--- config.mk ---
export PLATFORM = sky130hd
export DESIGN_NAME = cmpl_track_status
export DESIGN_NICKNAME = d
export VERILOG_FILES = /design/src/rtl/cts_pkg.sv /design/src/rtl/cts_cmpl_counter.sv /design/src/rtl/cts_status_pack.sv /design/src/rtl/cts_status_read.sv /design/src/rtl/cmpl_track_status.sv
export SDC_FILE = /design/constraint.sdc
export NUM_CORES = 1
export LEC_CHECK = 0
export ABC_AREA = 0
export BUFFER_PORTS_ARGS = -buffer_cell sky130_fd_sc_hd__buf_2
export CORE_ASPECT_RATIO = 1.1
export CORE_MARGIN = 3
export CORE_UTILIZATION = 46
export DETAILED_ROUTE_END_ITERATION = 8
export GPL_TIMING_DRIVEN = 1
export PLACE_DENSITY = 0.79
export SYNTH_ARGS = -nofsm -noshare
export SYNTH_HDL_FRONTEND = slang
export SYNTH_SLANG_ARGS = --single-unit
--- constraint.sdc ---
create_clock -name clk -period 2.48 [get_ports clk]
set_input_delay 0.124 -clock clk [delete_from_list [all_inputs] [get_ports clk]]
set_output_delay 0.124 -clock clk [all_outputs]
set_load 0.01 [all_outputs]
--- src/rtl/cts_pkg.sv ---
// Package: shared constants and types for the completion tracking unit.
// Assumes a 32-bit status word whose field positions are fixed by the
// software-visible layout; only the widths are tunable.
package cts_pkg;
    localparam int STAT_W   = 32;
    localparam int CNT_W    = 6;
    localparam int NUM_Q    = 4;
    localparam int CNT_LSB  = 8;
    localparam int QACT_LSB = 16;
    localparam int EVT_BIT  = 0;
    localparam int QEVT_BIT = 1;
    localparam int TR_BIT   = 2;
    localparam int CTL_BIT  = 4;

    // Activity indications gathered from the rest of the controller.
    typedef struct packed {
        logic ctl;
        logic tr;
        logic qevt;
        logic evt;
    } act_t;
endpackage

--- src/rtl/cts_cmpl_counter.sv ---
// Module: saturating counter of the completion requests that are still
// outstanding. Counted submits are accepted only while not stalled, so
// the count cannot pass its ceiling. Returns at zero are dropped and
// flagged. Assumes a single submit and a single return at most per cycle.
module cts_cmpl_counter #(
    parameter int CNT_W = 6
) (
    input  logic             clk,
    input  logic             rst_n,
    input  logic             sub_vld,
    input  logic             sub_irq_en,
    input  logic             sub_chain_en,
    input  logic             ret_vld,
    output logic [CNT_W-1:0] cnt,
    output logic             stall,
    output logic             ret_err
);
    localparam logic [CNT_W-1:0] CNT_MAX  = '1;
    localparam logic [CNT_W-1:0] CNT_ZERO = '0;
    localparam logic [CNT_W-1:0] CNT_ONE  = CNT_W'(1);

    logic             wants_rpt;
    logic             take;
    logic             is_zero;
    logic             give;
    logic             drop_ret;
    logic [CNT_W-1:0] cnt_nxt;

    // Decode which events actually move the counter this cycle.
    always_comb begin
        wants_rpt = sub_vld & (sub_irq_en | sub_chain_en);
        take      = wants_rpt & ~stall;
        is_zero   = (cnt == CNT_ZERO);
        give      = ret_vld & ~is_zero;
        drop_ret  = ret_vld & is_zero;
    end

    // Next count: a simultaneous take and give cancel out.
    always_comb begin
        case ({take, give})
            2'b10:   cnt_nxt = cnt + CNT_ONE;
            2'b01:   cnt_nxt = cnt - CNT_ONE;
            default: cnt_nxt = cnt;
        endcase
    end

    // Count register and the registered error pulse.
    always_ff @(posedge clk) begin
        if (!rst_n) begin
            cnt     <= CNT_ZERO;
            ret_err <= 1'b0;
        end else begin
            cnt     <= cnt_nxt;
            ret_err <= drop_ret;
        end
    end

    // Throttle issue while the count sits at its ceiling.
    always_comb stall = (cnt == CNT_MAX);

    a_r2_inc: assert property (@(posedge clk) disable iff (!rst_n)
        (sub_vld && (sub_irq_en || sub_chain_en) && !stall && !ret_vld)
        |=> (cnt == $past(cnt) + CNT_ONE));
    a_r3_no_flag: assert property (@(posedge clk) disable iff (!rst_n)
        (!(sub_irq_en || sub_chain_en) && !ret_vld) |=> $stable(cnt));
    a_r4_dec: assert property (@(posedge clk) disable iff (!rst_n)
        (ret_vld && cnt != CNT_ZERO && !(sub_vld && (sub_irq_en || sub_chain_en)))
        |=> (cnt == $past(cnt) - CNT_ONE));
    a_r5_cancel: assert property (@(posedge clk) disable iff (!rst_n)
        (ret_vld && cnt != CNT_ZERO && cnt != CNT_MAX && sub_vld && sub_irq_en)
        |=> $stable(cnt));
    a_r6_err_pulse: assert property (@(posedge clk) disable iff (!rst_n)
        (ret_vld && cnt == CNT_ZERO) |=> ret_err);
    a_r7_full_drop: assert property (@(posedge clk) disable iff (!rst_n)
        (cnt == CNT_MAX && !ret_vld) |=> (cnt == CNT_MAX));
endmodule

--- src/rtl/cts_status_pack.sv ---
// Module: places the count, the queue flags and the activity flags into
// the 32-bit status word and registers it every clock. Reserved bits are
// tied to zero. Assumes NUM_Q queue flags fit below bit 20.
module cts_status_pack
    import cts_pkg::*;
#(
    parameter int CNT_W = cts_pkg::CNT_W,
    parameter int NUM_Q = cts_pkg::NUM_Q
) (
    input  logic              clk,
    input  logic              rst_n,
    input  logic [CNT_W-1:0]  cnt,
    input  logic [NUM_Q-1:0]  q_busy,
    input  act_t              act,
    output logic [STAT_W-1:0] status
);
    logic [STAT_W-1:0] word;
    logic [NUM_Q-1:0]  q_flag;

    // One flag per queue, kept in a separate vector before packing.
    for (genvar q = 0; q < NUM_Q; q++) begin : g_qflag
        assign q_flag[q] = q_busy[q];
    end

    // Assemble the word; everything not written stays zero.
    always_comb begin
        word                     = '0;
        word[CNT_LSB +: CNT_W]   = cnt;
        word[QACT_LSB +: NUM_Q]  = q_flag;
        word[EVT_BIT]            = act.evt;
        word[QEVT_BIT]           = act.qevt;
        word[TR_BIT]             = act.tr;
        word[CTL_BIT]            = act.ctl;
    end

    // Status register, reloaded every cycle.
    always_ff @(posedge clk) begin
        if (!rst_n) status <= '0;
        else        status <= word;
    end

    a_r8_queue_flags: assert property (@(posedge clk) disable iff (!rst_n)
        1'b1 |=> (status[QACT_LSB +: NUM_Q] == $past(q_busy)));
    a_r9_ctl_flag: assert property (@(posedge clk) disable iff (!rst_n)
        1'b1 |=> (status[CTL_BIT] == $past(act.ctl)));
endmodule

--- src/rtl/cts_status_read.sv ---
// Module: side-effect-free read port that gates the status word onto the
// read data bus. Assumes the reader samples in the same cycle.
module cts_status_read
    import cts_pkg::*;
(
    input  logic              rd_en,
    input  logic [STAT_W-1:0] status,
    output logic [STAT_W-1:0] rd_data
);
    // Drive the word only while a read is enabled.
    always_comb rd_data = rd_en ? status : '0;
endmodule

--- src/rtl/cmpl_track_status.sv ---
// Module: top of the completion tracking status unit. Connects the
// counter, the status packer and the read port. Assumes all inputs are
// synchronous to clk.
module cmpl_track_status
    import cts_pkg::*;
(
    input  logic        clk,
    input  logic        rst_n,
    input  logic        sub_vld,
    input  logic        sub_irq_en,
    input  logic        sub_chain_en,
    input  logic        ret_vld,
    input  logic [3:0]  q_busy,
    input  logic        evt_busy,
    input  logic        qevt_busy,
    input  logic        tr_busy,
    input  logic        ctl_busy,
    input  logic        rd_en,
    output logic [31:0] rd_data,
    output logic        stall,
    output logic        ret_err
);
    logic [CNT_W-1:0]  cnt;
    logic [STAT_W-1:0] status;
    act_t              act;

    // Group the activity indications.
    always_comb begin
        act.evt  = evt_busy;
        act.qevt = qevt_busy;
        act.tr   = tr_busy;
        act.ctl  = ctl_busy;
    end

    cts_cmpl_counter #(.CNT_W(CNT_W)) u_cnt (
        .clk(clk), .rst_n(rst_n), .sub_vld(sub_vld), .sub_irq_en(sub_irq_en),
        .sub_chain_en(sub_chain_en), .ret_vld(ret_vld), .cnt(cnt),
        .stall(stall), .ret_err(ret_err)
    );

    cts_status_pack #(.CNT_W(CNT_W), .NUM_Q(NUM_Q)) u_pack (
        .clk(clk), .rst_n(rst_n), .cnt(cnt), .q_busy(q_busy), .act(act),
        .status(status)
    );

    cts_status_read u_rd (
        .rd_en(rd_en), .status(status), .rd_data(rd_data)
    );

    a_r7_stall_full: assert property (@(posedge clk) disable iff (!rst_n)
        (stall && sub_vld && sub_irq_en && !ret_vld) |=> stall);
endmodule

==> summary.txt, run 1 <==
Outcome
  • Status: complete, no violations

Synthesis
  • Yosys warns: 0
  • Synth Area per Inst: 8.930 sq um
  • Synth top area cells: dfxtp_1, and2_1, buf_4, ha_1, nand2_1
  • Area fraction of the dominant cell type after synthesis: 0.3797
  • Seq/Total Area, Yosys: 0.3797
  • Synth unique cells: 30
  • Post-Syn Area: 1107 sq um
  • Synth Instances: 124
  • Seq cells post-synth: 21
  • Post-synth top area cell: dfxtp_1

Setup path
  • CP cell instances: nor4_1, nand3_1, and2_1, ha_2, ha_1, a211o_1, a21oi_2, nor3_1, a311oi_1
  • FF-to-FF Start: u_cnt.cnt[2]
  • Setup crit start kind: flip-flop
  • Worst R2R Setup Slack: 0.18 ns
  • R2R depth: 9
  • Crit path max fanout: 8
  • CP arrival: 2.52 ns
  • Crit. Startpoint: u_cnt.cnt[2]
  • CP endpoint kind: flip-flop
  • Critical setup path kind: reg -> reg
  • Required time of the critical path: 2.70 ns
  • Crit path max-delay cell type: dfxtp_1
  • Crit path largest cell delay: 0.36 ns

Final layout
  • Share of layout cells above drive strength 1: 0.2418
  • Nets: 175
  • N_diodes: 0
  • Final Core Density: 0.5440
  • Layout fillers: 219
  • Non-filler cells, final: 183
  • Area growth syn-to-layout: 11.75%

Floorplanning
  • Width of the die: 52.78 microns
  • Initial Util: 0.4868
  • Core Area: 2275 sq um
  • Rows: 18
  • Number of I/O pins: 49
  • Die Y: 57.46 microns
  • Die ar.: 3032 sq um

Power and ir drop
  • Pleak: 0.6132 nW
  • PwrDens: 947.9 nW/um^2
  • Maximum VDD drop: 0.6529 mV

Timing
  • Slew Limit Fails: 0
  • Endpoints failing hold: 0
  • FMAX: 0.4343 GHz
  • Period utilisation layout: 0.9285
  • WHS: 0.01371 ns
  • Setup TNS: 0 ns
  • RSZ-0062 raised after global routing: false
  • Final setup vio count: 0
  • Clk_skew: 0.008670 ns
  • Fin crit period: 2.303 ns
  • Final WS setup: 0.1774 ns

Place
  • Pre-CTS setup slack: 0.1126 ns
  • GP Congestion: 0.9201
  • Input/output buffers: 30
  • DP Cell Count: 179
  • Post-DP HPWL: 1.549 mm

Clocking
  • Post-CTS Setup Bufs: 0
  • Root buffer cell: clkbuf_4
  • H-Tree Depth: 1
  • Clock Pin Slew Worst Setup and Hold Paths: 0.11 ns
  • TritonCTS clock tree: done
  • Clock Sinks: 21
  • Cts bufs inserted: 3
  • Clk buf depth: 2
  • Clock Latency Late Sink: 0.30 ns

Worst hold path
  • Hold_sp: evt_busy
  • Worst Hold Class: in -> reg
  • Hold Path Depth: 2

Route
  • Routed WL: 1.967 mm
  • Initial DRC Count: 13
  • DRC violations left: 0
  • Drt pass-1 iters: 3
  • WL/cell: 10.75 microns
  • Post-DR vias/cell: 4.503
  • Vias post-DR: 824
  • Post-route ant nets: 0

Global route
  • Initial antenna violation count: 0
  • First-pass GRT wire length: 2.987 mm
  • M3 GR Usage: 0.03655
  • GRT Total Usage: 0.1308
  • GRT Max-Usage Layer: met2
  • Grt ovf: 0
  • Largest net degree at the start of global routing: 26
  • Met1 GRT Util: 0.1417
  • Met2 Resource Use GR: 0.2234
  • Number of global-route vias before repair: 719

Flow run
  • Max Cap Viol: 0
-- state kept, by name (all words and copies together) (netlist names) --
register,count
u_cnt.cnt,6
u_cnt.ret_err,1
u_pack.status,14
-- layout by cell type (no fill, tap or decap), drive strengths merged --
master / instances
o2bb2ai: 1
xor2: 1
a211o: 1
ha: 5
a311oi: 1
nand4: 2
nand2b: 1
clkbuf: 3
a31oi: 1
nor3: 1
nand3: 3
clkinv: 1
nor2: 6
buf: 30
o211a: 1
nand4b: 2
dfxtp: 21
nand2: 6
inv: 3
xnor2: 2
o21ai: 3
conb: 18
fa: 1
and2: 32
nor4: 1
o211ai: 3
o221ai: 1
a21oi: 2
-- synth_stat cells --
cell        n
a211o_1     1
a21oi_1     1
a21oi_2     1
a311oi_1    1
a31oi_1     1
and2_1     31
and2_2      1
buf_2       1
buf_4      18
clkbuf_1    3
conb_1      1
dfxtp_1    21
fa_1        1
ha_1        5
inv_1       3
nand2_1     6
nand2b_1    1
nand3_1     3
nand4_1     2
nand4b_1    2
nor2_1      6
nor3_1      1
nor4_1      1
o211a_1     1
o211ai_1    3
o21ai_0     3
o221ai_1    1
o2bb2ai_1   1
xnor2_1     2
xor2_1      1
-- worst max-delay path: cells and delay by family, from the launching register on --
family                     cells  cell delay, ns
adders and majority gates      2            0.53
AOI/OAI and AO/OA              3            0.64
and+or+nand+nor                4            0.67
DFF                            1            0.36
-- repair_timing --
item                                   in CTS  in global routing
gates resized for setup                     0                  1
endpoints found under the hold margin       0                  0
setup endpoints to repair                   0                  2
hold buffers                                0                  0
-- stage by stage --
step           area [sq um]  power, mW
5_1_grt                1237      1.274
2_1_floorplan          1171     0.9098
4_1_cts                1235      1.173
3_5_place_dp           1207      1.011
3_3_place_gp           1207     0.9770
6_report               1237      1.173
-- kinds of logic after synthesis --
logic type / count (synthesis) / synth area share
xor+xnor: 3 / 0.02373
buf+inv: 25 / 0.1469
flops: 21 / 0.3797
other cells: 1 / 0.003387
simple gates: 54 / 0.2791
compound gates: 14 / 0.09266
fa+ha+maj: 6 / 0.07458
-- routing by layer --
layer	share of wire	up-vias
met5	0	-
met4	0.023	0
met3	0.069	6
met2	0.48	30
met1	0.42	354
li1	-	434
-- final cells by class --
cell class / instances / area [sq um] / share of cell area
Multi-Input combinational cell: 95 / 590.6 / 0.4772
Sequential cell: 21 / 420.4 / 0.3397
Clock buffer: 3 / 22.52 / 0.01820
Timing Repair Buffer: 30 / 150.1 / 0.1213
Inverter: 3 / 11.26 / 0.009100
Clock inverter: 1 / 5.005 / 0.004044
Tap cell: 30 / 37.54 / 0.03033
-- report_power, final --
group,leakage [nW],internal [mW],switching [mW],total (mW)
clock,0.0177,0.0602,0.0997,0.160
sequential,0.173,0.413,0.0670,0.480
combinational,0.423,0.242,0.292,0.533
-- path summary, 6_finish.rpt --
check                       to
min reg2reg  u_pack.status[10]
min           u_pack.status[0]
max               u_cnt.cnt[5]
max reg2reg       u_cnt.cnt[5]
No activity file was read; power rests on OpenSTA's default activity.
==> run 2: changes to the inputs <==
--- a/config.mk
+++ b/config.mk
@@ -11,7 +11,7 @@
 export CORE_MARGIN = 3
 export CORE_UTILIZATION = 46
 export DETAILED_ROUTE_END_ITERATION = 8
-export GPL_TIMING_DRIVEN = 1
+export GPL_TIMING_DRIVEN = 0
 export PLACE_DENSITY = 0.79
 export SYNTH_ARGS = -nofsm -noshare
 export SYNTH_HDL_FRONTEND = slang
==> run 2 against run 1 <==
Die area did not move. Clock skew fell by 0.0035 ns. Non-clock buffer count rose by 22. Flip-flop and latch count did not move. Global-route usage rose by 0.36 points. Cell area rose by 12%. Critical path type unchanged. Critical endpoint unchanged.
==> summary.txt, run 2 (synthesis gave the netlist of run 1 again) <==
Outcome
  • Status: complete, no violations (unchanged)

Place
  • GP Congestion: 0.8891 (was 0.9201)
  • Post-DP HPWL: 1.672 mm (was 1.549 mm)
  • Placement Cell Area: 1359 sq um (was 1207 sq um)
  • Pre-CTS setup slack: 0.1011 ns (was 0.1126 ns)
  • Input/output buffers: 30 (unchanged)

Setup path
  • Crit. Startpoint: u_cnt.cnt[2] (unchanged)
  • CP arrival: 2.54 ns (was 2.52 ns)
  • Crit path max fanout: 8 (unchanged)
  • Required time of the critical path: 2.69 ns (was 2.70 ns)
  • CP endpoint kind: flip-flop (unchanged)
  • FF-to-FF Start: u_cnt.cnt[2] (unchanged)
  • Critical setup path kind: reg -> reg (unchanged)
  • Setup crit start kind: flip-flop (unchanged)

Route
  • DRC violations left: 0 (unchanged)
  • Post-DR vias/cell: 4.449 (was 4.503)
  • Vias post-DR: 912 (was 824)
  • Drt pass-1 iters: 5 (was 3)
  • Post-route ant nets: 0 (unchanged)
  • Initial DRC Count: 11 (was 13)
  • WL/cell: 9.834 microns (was 10.75 microns)
  • Routed WL: 2.016 mm (was 1.967 mm)

Floorplanning
  • Die ar.: 3032 sq um (unchanged)
  • Initial Util: 0.4868 (unchanged)
  • Rows: 18 (unchanged)
  • Die Y: 57.46 microns (unchanged)
  • Number of I/O pins: 49 (unchanged)
  • Width of the die: 52.78 microns (unchanged)
  • Core Area: 2275 sq um (unchanged)

Timing
  • Slew Limit Fails: 0 (unchanged)
  • Final setup vio count: 0 (unchanged)
  • Clk_skew: 0.005151 ns (was 0.008670 ns)
  • Fin crit period: 2.325 ns (was 2.303 ns)
  • Period utilisation layout: 0.9377 (was 0.9285)
  • Setup TNS: 0 ns (unchanged)
  • RSZ-0062 raised after global routing: false (unchanged)
  • Final WS setup: 0.1546 ns (was 0.1774 ns)
  • FMAX: 0.4300 GHz (was 0.4343 GHz)
  • Endpoints failing hold: 0 (unchanged)

Final layout
  • Largest regs: u_pack.status: 14 flops, u_cnt.cnt: 6 flops, u_cnt.ret_err: 1 flops (unchanged)
  • Nets: 197 (was 175)
  • Layout fillers: 239 (was 219)
  • Most frequent cells in the layout: and2_1, buf_2, dfxtp_1 (unchanged)
  • Area growth syn-to-layout: 25.31% (was 11.75%)
  • Footprint of the multi-input gates: 590.6 sq um (unchanged)
  • Share of layout cells above drive strength 1: 0.3143 (was 0.2418)
  • Design area: 1388 sq um (was 1237 sq um)
  • N_diodes: 0 (unchanged)
  • Largest register FFs: 14 (unchanged)
  • FF/Latch Area: 420.4 sq um (unchanged)
  • Most flops, register: u_pack.status (unchanged)

Power and ir drop
  • Maximum VDD drop: 0.6008 mV (was 0.6529 mV)
  • Design Power: 1.197 mW (was 1.173 mW)
  • Pleak: 0.7160 nW (was 0.6132 nW)
  • PwrDens: 862.4 nW/um^2 (was 947.9 nW/um^2)

Clocking
  • H-Tree Depth: 1 (unchanged)
  • Cts bufs inserted: 3 (unchanged)
  • TritonCTS clock tree: done (unchanged)
  • Post-CTS Setup Bufs: 0 (unchanged)
  • Clock Sinks: 21 (unchanged)
  • Root buffer cell: clkbuf_4 (unchanged)
  • Clock Latency Late Sink: 0.29 ns (was 0.30 ns)
  • Clk buf depth: 2 (unchanged)
  • Clock Pin Slew Worst Setup and Hold Paths: 0.11 ns (about the same)
  • Hold buffer count at CTS: 0 (unchanged)
  • PostCTS Resize Cnt: 0 (unchanged)

Global route
  • GRT Total Usage: 0.1344 (was 0.1308)
  • Number of global-route vias before repair: 732 (was 719)
  • First-pass GRT wire length: 3.132 mm (was 2.987 mm)
  • Largest net degree at the start of global routing: 12 (was 26)
  • Initial antenna violation count: 0 (unchanged)
  • Grt ovf: 0 (unchanged)

Worst hold path
  • Worst Hold Class: in -> reg (unchanged)
  • Hold_sp: evt_busy (unchanged)

Flow run
  • Max Cap Viol: 0 (unchanged)
run 2: cell count changes in the layout (fill, tap and decap cells not counted), sizes merged:
cell,delta
clkbuf,+4
buf,+19
clkinv,-1
run 2: area by class of cell:
type	count	share of cell area
buffer	22	0.1091
clock buffer	4	0.01894
inverter	3	0.008115
multi-input combinational	95	0.4256
sequential	21	0.3030
tap	30	0.02705
timing repair buffer	30	0.1082
run 2: layer usage:
layer	wire length [microns]	global-route usage	vias up
met5	0	0	-
met4	19	0.04380	0
met3	185	0.02872	4
met2	980	0.2305	37
met1	829	0.1642	394
li1	-	-	477
run 2: through the flow:
step                hold WS (ns)  std cells  utilization
finish                   0.02905        205       0.6100
global route             0.03020        205       0.6100
CTS                      0.02320        205       0.6089
detailed placement        0.3331        201       0.5974
global placement          0.3326        201       0.5974
floorplan                 0.2378        141            -
run 2: report_power, final:
group / total, mW / leakage (nW) / internal, mW / switching, mW
clock: 0.157 / 0.0150 / 0.0625 / 0.0947
combinational: 0.560 / 0.528 / 0.263 / 0.297
sequential: 0.479 / 0.173 / 0.413 / 0.0665
total: 1.20 / 0.716 / 0.738 / 0.458
run 2: worst paths after layout:
path	endpoint	slack, ns	cells past startpoint
setup / recovery	u_cnt.cnt[5]	0.15	9
hold / removal	u_pack.status[0]	0.03	2
setup reg to reg	u_cnt.cnt[5]	0.15	9
hold reg to reg	u_pack.status[9]	0.53	1
run 2: worst max-delay path, stage by stage, from the launching register on:
cell and delay [ns]:
dfxtp_1 0.36, nor4_1 0.29, nand3_1 0.14, and2_1 0.18
ha_2 0.24, ha_1 0.29, a211o_1 0.32, a21oi_2 0.16
nor3_1 0.07, a311oi_1 0.20
